[src/rtl/pt_walk_pkg.sv]
package pt_walk_pkg;
  typedef enum logic [2:0] {
    ST_IDLE, ST_CHECK, ST_READ_PTE, ST_WRITE_PTE, ST_RESPOND
  } walk_state_e;

  typedef enum logic [1:0] {
    FLT_NONE = 2'd0, FLT_LIMIT = 2'd1, FLT_INVALID = 2'd2, FLT_PROT = 2'd3
  } fault_e;

  localparam logic [1:0] ACC_READ  = 2'd0;
  localparam logic [1:0] ACC_WRITE = 2'd1;
  localparam logic [1:0] ACC_EXEC  = 2'd2;

  localparam int PTE_V     = 0;
  localparam int PTE_R     = 1;
  localparam int PTE_W     = 2;
  localparam int PTE_X     = 3;
  localparam int PTE_REF   = 4;
  localparam int PTE_DIRTY = 5;

  localparam int ENTRY_SHIFT = 2;
endpackage

[src/rtl/pt_walk_ctx.sv]
module pt_walk_ctx #(
  parameter int ADDR_W = 32,
  parameter int VPN_W  = 20
) (
  input  logic              clk,
  input  logic              rst_n,
  input  logic              load_i,
  input  logic [ADDR_W-1:0] base_i,
  input  logic [VPN_W-1:0]  limit_i,
  input  logic              idle_i,
  output logic              load_ok_o,
  output logic [ADDR_W-1:0] base_o,
  output logic [VPN_W-1:0]  limit_o
);
  logic [ADDR_W-1:0] base_q;
  logic [VPN_W-1:0]  limit_q;

  always_comb load_ok_o = load_i & idle_i;

  always_ff @(posedge clk or negedge rst_n) begin
    if (!rst_n) begin
      base_q  <= '0;
      limit_q <= '0;
    end else if (load_ok_o) begin
      base_q  <= base_i;
      limit_q <= limit_i;
    end
  end

  assign base_o  = base_q;
  assign limit_o = limit_q;

  // while a walk runs the context cannot move
  p_ctx_hold_r7: assert property (@(posedge clk) disable iff (!rst_n)
    !idle_i |=> $stable(base_o) && $stable(limit_o));
endmodule

[src/rtl/pt_walk_pte_eval.sv]
module pt_walk_pte_eval import pt_walk_pkg::*; #(
  parameter int ADDR_W = 32
) (
  input  logic [ADDR_W-1:0] pte_i,
  input  logic [1:0]        kind_i,
  output fault_e            fault_o,
  output logic [ADDR_W-1:0] pte_o,
  output logic              wb_o
);
  logic allowed;

  always_comb begin
    unique case (kind_i)
      ACC_READ:  allowed = pte_i[PTE_R];
      ACC_WRITE: allowed = pte_i[PTE_W];
      ACC_EXEC:  allowed = pte_i[PTE_X];
      default:   allowed = 1'b0;
    endcase

    if (!pte_i[PTE_V])   fault_o = FLT_INVALID;
    else if (!allowed)   fault_o = FLT_PROT;
    else                 fault_o = FLT_NONE;

    pte_o = pte_i;
    pte_o[PTE_REF] = 1'b1;
    if (kind_i == ACC_WRITE) pte_o[PTE_DIRTY] = 1'b1;

    wb_o = (fault_o == FLT_NONE) && (pte_o != pte_i);
  end
endmodule

[src/rtl/pt_walk_fsm.sv]
module pt_walk_fsm import pt_walk_pkg::*; #(
  parameter int ADDR_W = 32,
  parameter int OFF_W  = 12
) (
  input  logic                    clk,
  input  logic                    rst_n,
  input  logic                    req_valid_i,
  input  logic [ADDR_W-1:0]       req_vaddr_i,
  input  logic [1:0]              req_kind_i,
  input  logic [ADDR_W-1:0]       base_i,
  input  logic [ADDR_W-OFF_W-1:0] limit_i,
  input  fault_e                  eval_fault_i,
  input  logic [ADDR_W-1:0]       eval_pte_i,
  input  logic                    eval_wb_i,
  input  logic                    mem_ready_i,
  output logic [1:0]              kind_o,
  output logic                    idle_o,
  output logic                    mem_req_o,
  output logic                    mem_we_o,
  output logic [ADDR_W-1:0]       mem_addr_o,
  output logic [ADDR_W-1:0]       mem_wdata_o,
  output logic                    rsp_valid_o,
  output logic [ADDR_W-1:0]       rsp_paddr_o,
  output logic [1:0]              rsp_fault_o
);
  localparam int VPN_W = ADDR_W - OFF_W;
  localparam int PAD_W = OFF_W - ENTRY_SHIFT;

  walk_state_e       state_q, state_d;
  fault_e            fault_q, fault_d;
  logic [ADDR_W-1:0] vaddr_q;
  logic [1:0]        kind_q;
  logic [ADDR_W-1:0] pte_q;
  logic              cap_req, cap_pte;
  logic [VPN_W-1:0]  vpn;
  logic              over_limit;

  assign vpn        = vaddr_q[ADDR_W-1:OFF_W];
  assign over_limit = vpn > limit_i;

  always_comb begin
    state_d = state_q;
    fault_d = fault_q;
    cap_req = 1'b0;
    cap_pte = 1'b0;
    unique case (state_q)
      ST_IDLE: if (req_valid_i) begin
        cap_req = 1'b1;
        state_d = ST_CHECK;
      end
      ST_CHECK: begin
        fault_d = over_limit ? FLT_LIMIT : FLT_NONE;
        state_d = over_limit ? ST_RESPOND : ST_READ_PTE;
      end
      ST_READ_PTE: if (mem_ready_i) begin
        cap_pte = 1'b1;
        fault_d = eval_fault_i;
        state_d = eval_wb_i ? ST_WRITE_PTE : ST_RESPOND;
      end
      ST_WRITE_PTE: if (mem_ready_i) state_d = ST_RESPOND;
      ST_RESPOND:   state_d = ST_IDLE;
      default:      state_d = ST_IDLE;
    endcase
  end

  always_ff @(posedge clk or negedge rst_n) begin
    if (!rst_n) begin
      state_q <= ST_IDLE;
      fault_q <= FLT_NONE;
      vaddr_q <= '0;
      kind_q  <= '0;
      pte_q   <= '0;
    end else begin
      state_q <= state_d;
      fault_q <= fault_d;
      if (cap_req) begin
        vaddr_q <= req_vaddr_i;
        kind_q  <= req_kind_i;
      end
      if (cap_pte) pte_q <= eval_pte_i;
    end
  end

  assign kind_o      = kind_q;
  assign idle_o      = (state_q == ST_IDLE);
  assign mem_req_o   = (state_q == ST_READ_PTE) || (state_q == ST_WRITE_PTE);
  assign mem_we_o    = (state_q == ST_WRITE_PTE);
  assign mem_addr_o  = base_i + {{PAD_W{1'b0}}, vpn, {ENTRY_SHIFT{1'b0}}};
  assign mem_wdata_o = pte_q;
  assign rsp_valid_o = (state_q == ST_RESPOND);
  assign rsp_fault_o = fault_q;
  assign rsp_paddr_o = (fault_q == FLT_NONE) ?
                       {pte_q[ADDR_W-1:OFF_W], vaddr_q[OFF_W-1:0]} : '0;

  // memory is only touched for pages inside the limit
  p_limit_nomem_r3: assert property (@(posedge clk) disable iff (!rst_n)
    mem_req_o |-> !over_limit);
  // every write-back carries a valid entry with the reference bit set
  p_wb_ref_r6: assert property (@(posedge clk) disable iff (!rst_n)
    (mem_req_o && mem_we_o) |-> (mem_wdata_o[PTE_REF] && mem_wdata_o[PTE_V]));
  // no write-back after a faulting lookup
  p_wb_no_fault_r4: assert property (@(posedge clk) disable iff (!rst_n)
    mem_we_o |-> (fault_q == FLT_NONE));
  // request held stable until memory takes it
  p_mem_hold_r8: assert property (@(posedge clk) disable iff (!rst_n)
    (mem_req_o && !mem_ready_i) |=> (mem_req_o && $stable(mem_addr_o) && $stable(mem_we_o)));
  // response is a single pulse followed by readiness
  p_rsp_pulse_r8: assert property (@(posedge clk) disable iff (!rst_n)
    rsp_valid_o |=> (idle_o && !rsp_valid_o));
  // faulting responses carry no address
  p_fault_zero_r9: assert property (@(posedge clk) disable iff (!rst_n)
    (rsp_valid_o && rsp_fault_o != FLT_NONE) |-> (rsp_paddr_o == '0));
endmodule

[src/rtl/pt_walk_top.sv]
module pt_walk_top import pt_walk_pkg::*; #(
  parameter int ADDR_W = 32,
  parameter int OFF_W  = 12,
  localparam int VPN_W = ADDR_W - OFF_W
) (
  input  logic              clk,
  input  logic              rst_n,
  input  logic              req_valid,
  output logic              req_ready,
  input  logic [ADDR_W-1:0] req_vaddr,
  input  logic [1:0]        req_kind,
  input  logic              ctx_load,
  input  logic [ADDR_W-1:0] ctx_base,
  input  logic [VPN_W-1:0]  ctx_limit,
  output logic              ctx_load_ok,
  output logic              mem_req,
  output logic              mem_we,
  output logic [ADDR_W-1:0] mem_addr,
  output logic [ADDR_W-1:0] mem_wdata,
  input  logic              mem_ready,
  input  logic [ADDR_W-1:0] mem_rdata,
  output logic              rsp_valid,
  output logic [ADDR_W-1:0] rsp_paddr,
  output logic [1:0]        rsp_fault
);
  logic              idle;
  logic [ADDR_W-1:0] base;
  logic [VPN_W-1:0]  limit;
  logic [1:0]        kind;
  fault_e            eval_fault;
  logic [ADDR_W-1:0] eval_pte;
  logic              eval_wb;

  pt_walk_ctx #(.ADDR_W(ADDR_W), .VPN_W(VPN_W)) u_ctx (
    .clk(clk), .rst_n(rst_n), .load_i(ctx_load), .base_i(ctx_base),
    .limit_i(ctx_limit), .idle_i(idle), .load_ok_o(ctx_load_ok),
    .base_o(base), .limit_o(limit)
  );

  pt_walk_pte_eval #(.ADDR_W(ADDR_W)) u_eval (
    .pte_i(mem_rdata), .kind_i(kind), .fault_o(eval_fault),
    .pte_o(eval_pte), .wb_o(eval_wb)
  );

  pt_walk_fsm #(.ADDR_W(ADDR_W), .OFF_W(OFF_W)) u_fsm (
    .clk(clk), .rst_n(rst_n), .req_valid_i(req_valid), .req_vaddr_i(req_vaddr),
    .req_kind_i(req_kind), .base_i(base), .limit_i(limit),
    .eval_fault_i(eval_fault), .eval_pte_i(eval_pte), .eval_wb_i(eval_wb),
    .mem_ready_i(mem_ready), .kind_o(kind), .idle_o(idle),
    .mem_req_o(mem_req), .mem_we_o(mem_we), .mem_addr_o(mem_addr),
    .mem_wdata_o(mem_wdata), .rsp_valid_o(rsp_valid), .rsp_paddr_o(rsp_paddr),
    .rsp_fault_o(rsp_fault)
  );

  assign req_ready = idle;
endmodule

[config.mk]
export PLATFORM = sky130hd
export DESIGN_NAME = pt_walk_top
export DESIGN_NICKNAME = d
export VERILOG_FILES = /design/src/rtl/pt_walk_pkg.sv /design/src/rtl/pt_walk_ctx.sv /design/src/rtl/pt_walk_pte_eval.sv /design/src/rtl/pt_walk_fsm.sv /design/src/rtl/pt_walk_top.sv
export SDC_FILE = /design/constraint.sdc
export NUM_CORES = 1
export LEC_CHECK = 0
export BUFFER_PORTS_ARGS = -buffer_cell sky130_fd_sc_hd__buf_4
export CORE_MARGIN = 1
export CORE_UTILIZATION = 51
export DETAILED_ROUTE_END_ITERATION = 10
export GPL_TIMING_DRIVEN = 0
export PLACE_DENSITY = 0.81
export SYNTH_ARGS = -nofsm -noshare
export SYNTH_HDL_FRONTEND = slang
export SYNTH_SLANG_ARGS = --single-unit
[constraint.sdc]
create_clock -name clk -period 3 [get_ports clk]
set_input_delay 0.3 -clock clk [delete_from_list [all_inputs] [get_ports clk]]
set_output_delay 0.3 -clock clk [all_outputs]
set_load 0.01 [all_outputs]
After elaboration in Yosys (flattened, before gate mapping). Cells that the tools add are included.

Register bits: 123. Latch bits: 0. RAM bits: 0. Memories kept: 0. Output and inout port bits: 103. ROM bits: 0. Input port bits: 123. Word-level logic and storage cells: 47.

Divide/modulo/power cells: 0. Bitwise operators: 1. Eq/ne operators: 10. $lt $le $gt $ge: 1. Shift-type cells: 0. Reductions and logical operators: 9. Multiplexer cells: 18. $add $sub $neg: 1. Multiply operators: 0.

Operators with widths (count): 32-bit by 22-bit adder with 32-bit output (1); 32-bit two-way mux (1); 20-bit greater-than comparator (1); 3-bit two-way mux (5); 3-bit one-hot mux with 4 select lines (1); 3-bit by 2-bit equality test with 1-bit output (second input constant) (2); 2-bit logical NOT (3); 1-bit two-way mux (6); 2-bit two-way mux (3); 2-bit != test (second input constant) (2); 2-bit one-hot mux with 2 select lines (1); 3-bit by 1-bit equality test with 1-bit output (second input constant) (1); 3-bit equality test (second input constant) (1); 3-bit logical NOT (1); 1-bit one-hot mux with 3 select lines (1); 3-bit AND reduction (1); 2-bit by 1-bit equality test with 1-bit output (second input constant) (1); 2-bit equality test (second input constant) (1); 2-bit by 1-bit != test with 1-bit output (second input constant) (1); 2-bit != test (1); 2-bit AND reduction (1); 2-bit nonzero test (1); 1-bit bitwise AND (1); 1-bit logical AND (1); 1-bit logical OR (1).

Logic depth before layout (Yosys ltp).
Depth after elaboration: 9. Depth in mapped cells: 8. Gate-level depth less buffers: 8.

Cells and area by module. From an unflattened synthesis, not the netlist that was laid out.

Cells, all modules: 603. Area, all modules: 7116.8 sq um.

Modules (own cells, without submodules): pt_walk_fsm (sequential area each 1776.7 sq um, cells an instance 451, area an instance 4689.5 sq um, times used 1); pt_walk_ctx (sequential area each 1301.2 sq um, cells an instance 111, area an instance 2137.0 sq um, times used 1); pt_walk_pte_eval (sequential area each 0.0 sq um, cells an instance 41, area an instance 290.3 sq um, times used 1).

Least setup slack after synthesis. Ideal clock, no wire load.

Path type: register to output. Start point: reg u_ctx.base_q[2] (netlist: u_ctx.base_o[2]). End point: out mem_addr[28]. Cell stages (with the launch flop): 9. Arrival: 2199 ps. Data required time: 2700 ps. Setup slack: 501 ps. Buffers on the path: 0. Cells stage by stage: dfrtp_1 -> ha_1 -> fa_1 -> a21o_1 -> a221oi_2 -> nor4b_2 -> a41oi_2 -> a211oi_1 -> xor2_1.

Longest elaborated chain between the ends: 1.

RTL lines: start, declared (RTL line pt_walk_ctx.sv:15) `logic [ADDR_W-1:0] base_q;`; start signal, assigned (RTL line pt_walk_ctx.sv:25) `base_q <= base_i;`; 32-bit by 22-bit adder with 32-bit output (RTL line pt_walk_fsm.sv:88) `assign mem_addr_o = base_i + {{PAD_W{1'b0}}, vpn, {ENTRY_SHIFT{1'b0}}};`; end, declared (RTL line pt_walk_top.sv:18) `output logic [ADDR_W-1:0] mem_addr,`.

No other way between the ends.

Worst setup path after layout.
Start point: reg u_fsm.vaddr_q[12]. End point: out mem_addr[20].

Longest elaborated chain between the ends: 1.

RTL lines: start, declared (RTL line pt_walk_fsm.sv:31) `logic [ADDR_W-1:0] vaddr_q;`; start signal, assigned (RTL line pt_walk_fsm.sv:77) `vaddr_q <= req_vaddr_i;`; 32-bit by 22-bit adder with 32-bit output (RTL line pt_walk_fsm.sv:88).

No other way between the ends.

==> metrics.csv <==
metric,value,unit
run_status,"finished, violations left",
failed_checks,negative setup slack,
ctsLongestPathBuffers,2,
vias_in_the_first_global_route,5467,
synth_fp_nets,754,
cpMaxStageDelayCell,sky130_fd_sc_hd__dfrtp_1,
antenna-diode-count,0,
p_int,0.00750,W
worstHoldStart,ctx_limit[13],
setup.reg_to_reg.worst_slack,790,ps
worstHoldEndpoint,u_ctx.limit_o[13]$_DFFE_PN0P_,
die_h,116,um
dp.final_hpwl,13300,um
synth_top_family_by_area,multiplexers,
floorplan.die.width,116,um
drtPass1Iterations,4,
synthTopCellsByArea,"sky130_fd_sc_hd__dfrtp_1 (46%), sky130_fd_sc_hd__mux2_2 (16%), sky130_fd_sc_hd__ha_1 (7.6%), sky130_fd_sc_hd__and2_1 (3.5%), sky130_fd_sc_hd__o21ai_0 (2.9%)",
globalplace.congestion,0.888,
htreeDepth,4,
wire_length_of_the_first_global_routing_pass,26700,um
cp_data_required_time,2700,ps
mostFrequentLayoutCells,"sky130_fd_sc_hd__buf_4 (241), sky130_fd_sc_hd__dfrtp_1 (122), sky130_fd_sc_hd__mux2_2 (94), sky130_fd_sc_hd__nand2_1 (44), sky130_fd_sc_hd__and2_1 (37)",
worst-setup-path-type,flip-flop to output pin,
design.die.area,0.0135,mm2
hold_path_depth,3,
final.min_clock_period,3180,ps
worstPathCellList,ha_4 -> fa_2 -> a21o_1 -> a221oi_4 -> nor3_2 -> o211ai_1 -> o21bai_1 -> xor2_1 -> buf_4,
worstReg2RegEnd,u_fsm.state_q[2]$_DFFE_PN0P_,
totalWireLength,17800,um
post_synth_fa_ha_maj_area_fraction,7.85,%
leakage,4.52,nW
tritoncts.num_buffers,17,
drtIter0Drc,247,
grt_usage,26.3,%
final_core_util,75.1,%
worst_ep_arrival_time,2880,ps
routedWlPerCell,17.2,um
synth.area.mux_share,16.3,%
top_level_ports,226,
setup.worst_path.end_class,output pin,
rows,41,
clock_power_share,16.3,%
fmax,0.315,GHz
final_antenna_net_count,0,
dpl_cell_area,0.00856,mm2
layout_setup_ws,-179,ps
power.net_switching,0.00511,W
crit-reg2reg-launch,u_fsm.vaddr_q[31]$_DFFE_PN0P_,
grt_antenna_before_repair,0,
setup_viol,5,
finish.instance_area,0.00947,mm2
postSynthAreaPerCell,11.2,um2
post-route-drc-count,0,
peakVddDrop,0.743,mV
timing.final.crit_share,106,%
synthDistinctLibCells,52,
min-delay-path-class,input pin to flip-flop,
ys_seq_area_share,46.4,%
clock_sinks,123,
design.final.nets,1011,
tritoncts,done,
yosysTopAreaCellShare,46.4,%
synthToLayoutAreaGrowth,42.9,%
clock_skew,6.77,ps
tightestPinTransition,526,ps
synth_xor_xnor_area_share,3.70,%
portBuffers,225,
layout_commonest_cell,sky130_fd_sc_hd__buf_4,
coreArea,0.0126,mm2
grt_setup_unrepaired,yes,
final_cells,1032,
pre_cts_ws,120,ps
power.sequential.fraction,23.8,%
synth_simple_gate_area_share,11.5,%
fraction_of_the_mapped_netlist_area_in_compound_gates,10.5,%
timing.critical_path.slowest_cell_delay,410,ps
grt_overflow_total,0,
syn_inst,590,
ff2ff_path_depth,7,
clk-insertion-delay-late,410,ps
grt_start_max_net_pins,71,
detail_route.vias_per_cell,5.28,
clockRootBuffer,sky130_fd_sc_hd__clkbuf_16,
finalMaxSlewViolations,0,
start_kind,flip-flop,
post_synth_instance_area,0.00663,mm2
synth_ff_type,sky130_fd_sc_hd__dfrtp_1,
floorplan.initialDensity,52.5,%
yosys_register_bits,123,
finalHoldViolations,0,
synthesis.yosys.warnings,0,
timing.max_cap.violations,0,
number_of_enable_type_register_cells_in_the_synthesized_netlist,0,
power.switching_fraction,40.5,%
asyncSetResetFlopFracSynth,100,%
place_inst,988,
critPathMaxFanout,4,
dr_total_vias,5453,
clk_pin_slew,60,ps
drive_gt1_share,49.2,%
comb_power_share,59.9,%
power.density,1330,mW/mm2
slew_headroom,64.9,%
yosys.area.top_type,sky130_fd_sc_hd__dfrtp_1,
## kinds of logic (layout without fill, tap and decap cells)
kind of cell               after synthesis  in the layout
adders and majority gates               41             41
buffers and inverters                   51            321
xor gates and xnor gates                28             28
DFF                                    123            123
muxes                                   96             96
and+or+nand+nor                        138            138
AOI/OAI and AO/OA                      113            113
## worst max-delay path by stage
| stage | startpoint | end | cells past startpoint |
|---|---|---|---|
| after floorplan | u_ctx.base_o[2]$_DFFE_PN0P_ | mem_addr[28] | 8 |
| after global placement | u_fsm.vaddr_q[12]$_DFFE_PN0P_ | mem_addr[30] | 9 |
| after detailed placement | u_ctx.base_o[2]$_DFFE_PN0P_ | mem_addr[20] | 9 |
| after CTS | u_fsm.vaddr_q[12]$_DFFE_PN0P_ | mem_addr[20] | 9 |
| after global routing | u_fsm.vaddr_q[12]$_DFFE_PN0P_ | mem_addr[20] | 9 |
| final | u_fsm.vaddr_q[12]$_DFFE_PN0P_ | mem_addr[20] | 9 |
## flip-flops by register name, summed over array words and instances, names as in the netlist
register and count:
u_ctx.base_o 32, u_ctx.limit_o 20, u_fsm.kind_o 2, u_fsm.mem_wdata_o 32
u_fsm.rsp_fault_o 2, u_fsm.state_q 3, u_fsm.vaddr_q 32
## cells in the mapped netlist, types with 2 or more instances
cell and n:
sky130_fd_sc_hd__nor3b_1 2, sky130_fd_sc_hd__nand2b_1 2, sky130_fd_sc_hd__a21boi_0 2, sky130_fd_sc_hd__a21o_1 8, sky130_fd_sc_hd__a21oi_2 2, sky130_fd_sc_hd__a211o_1 2, sky130_fd_sc_hd__a211oi_1 6, sky130_fd_sc_hd__nor3_1 5
sky130_fd_sc_hd__o21ai_0 38, sky130_fd_sc_hd__a21oi_1 34, sky130_fd_sc_hd__o21a_1 4, sky130_fd_sc_hd__or2_2 2, sky130_fd_sc_hd__ha_1 40, sky130_fd_sc_hd__dfrtp_1 123, sky130_fd_sc_hd__buf_2 13, sky130_fd_sc_hd__nor2b_1 4
sky130_fd_sc_hd__nor2_1 12, sky130_fd_sc_hd__o21ai_1 2, sky130_fd_sc_hd__mux2_2 94, sky130_fd_sc_hd__buf_4 8, sky130_fd_sc_hd__a221oi_2 2, sky130_fd_sc_hd__a31oi_1 2, sky130_fd_sc_hd__nand2_1 45, sky130_fd_sc_hd__nand3b_1 2
sky130_fd_sc_hd__o211ai_1 3, sky130_fd_sc_hd__xor2_1 17, sky130_fd_sc_hd__inv_1 23, sky130_fd_sc_hd__clkbuf_1 6, sky130_fd_sc_hd__nand4_1 13, sky130_fd_sc_hd__and2_1 37, sky130_fd_sc_hd__xnor2_1 11, sky130_fd_sc_hd__o21bai_1 3
sky130_fd_sc_hd__and4_1 2, sky130_fd_sc_hd__nand3_1 3
## critical path, delay by kind of cell (launching register included)
| kind | cells | cell delay [ps] |
|---|---|---|
| simple gates | 1 | 80 |
| buf+inv | 1 | 180 |
| compound gates | 4 | 1000 |
| flops | 1 | 410 |
| fa+ha+maj | 2 | 510 |
| xor+xnor | 1 | 280 |
## stage by stage
stage                     hold slack [ps]  setup TNS [ps]  total power (W)
final                                90.9            -295           0.0126
after global routing                 86.6           -1440           0.0134
after CTS                            78.0            -551           0.0122
after detailed placement              295               0          0.00986
after global placement                456               0          0.00959
after floorplan                      4.41               0          0.00711
## power groups by stage
| stage | sequential, W | combinational, W | clock (W) |
|---|---|---|---|
| after floorplan | 0.00288 | 0.00423 | 0 |
| after global placement | 0.00294 | 0.00665 | 0 |
| after detailed placement | 0.00299 | 0.00687 | 0 |
| after CTS | 0.00299 | 0.00715 | 0.00209 |
| after global routing | 0.00308 | 0.00819 | 0.00216 |
| final | 0.00300 | 0.00755 | 0.00206 |
## per-layer routing
layer | global-route usage (%) | vias to the layer above | part of all wire [%]
met3 | 5.91 | 29 | 4.5
met1 | 32.5 | 2673 | 41
li1 | - | 2605 | -
met2 | 44.8 | 146 | 52
met5 | 0 | - | 0
met4 | 10.2 | 0 | 2.2
## area by class of cell
cell class | instances | area, um2
fillers | 901 | 3150
inverters | 23 | 86.3
clock buffers | 20 | 467
plain buffers | 28 | 161
clock inverters | 12 | 141
well taps | 172 | 215
repair buffers | 238 | 1820
multi-input cells | 416 | 3500
flip-flops and latches | 123 | 3080
## repair_timing
item,4_1_cts,5_1_grt
pin swaps,16,15
hold endpoints to repair,53,0
gates resized for setup,20,23
endpoints found under the setup margin,16,15
buffers inserted,6,6
hold buffers,1,0
No activity file was read; power rests on OpenSTA's default activity.
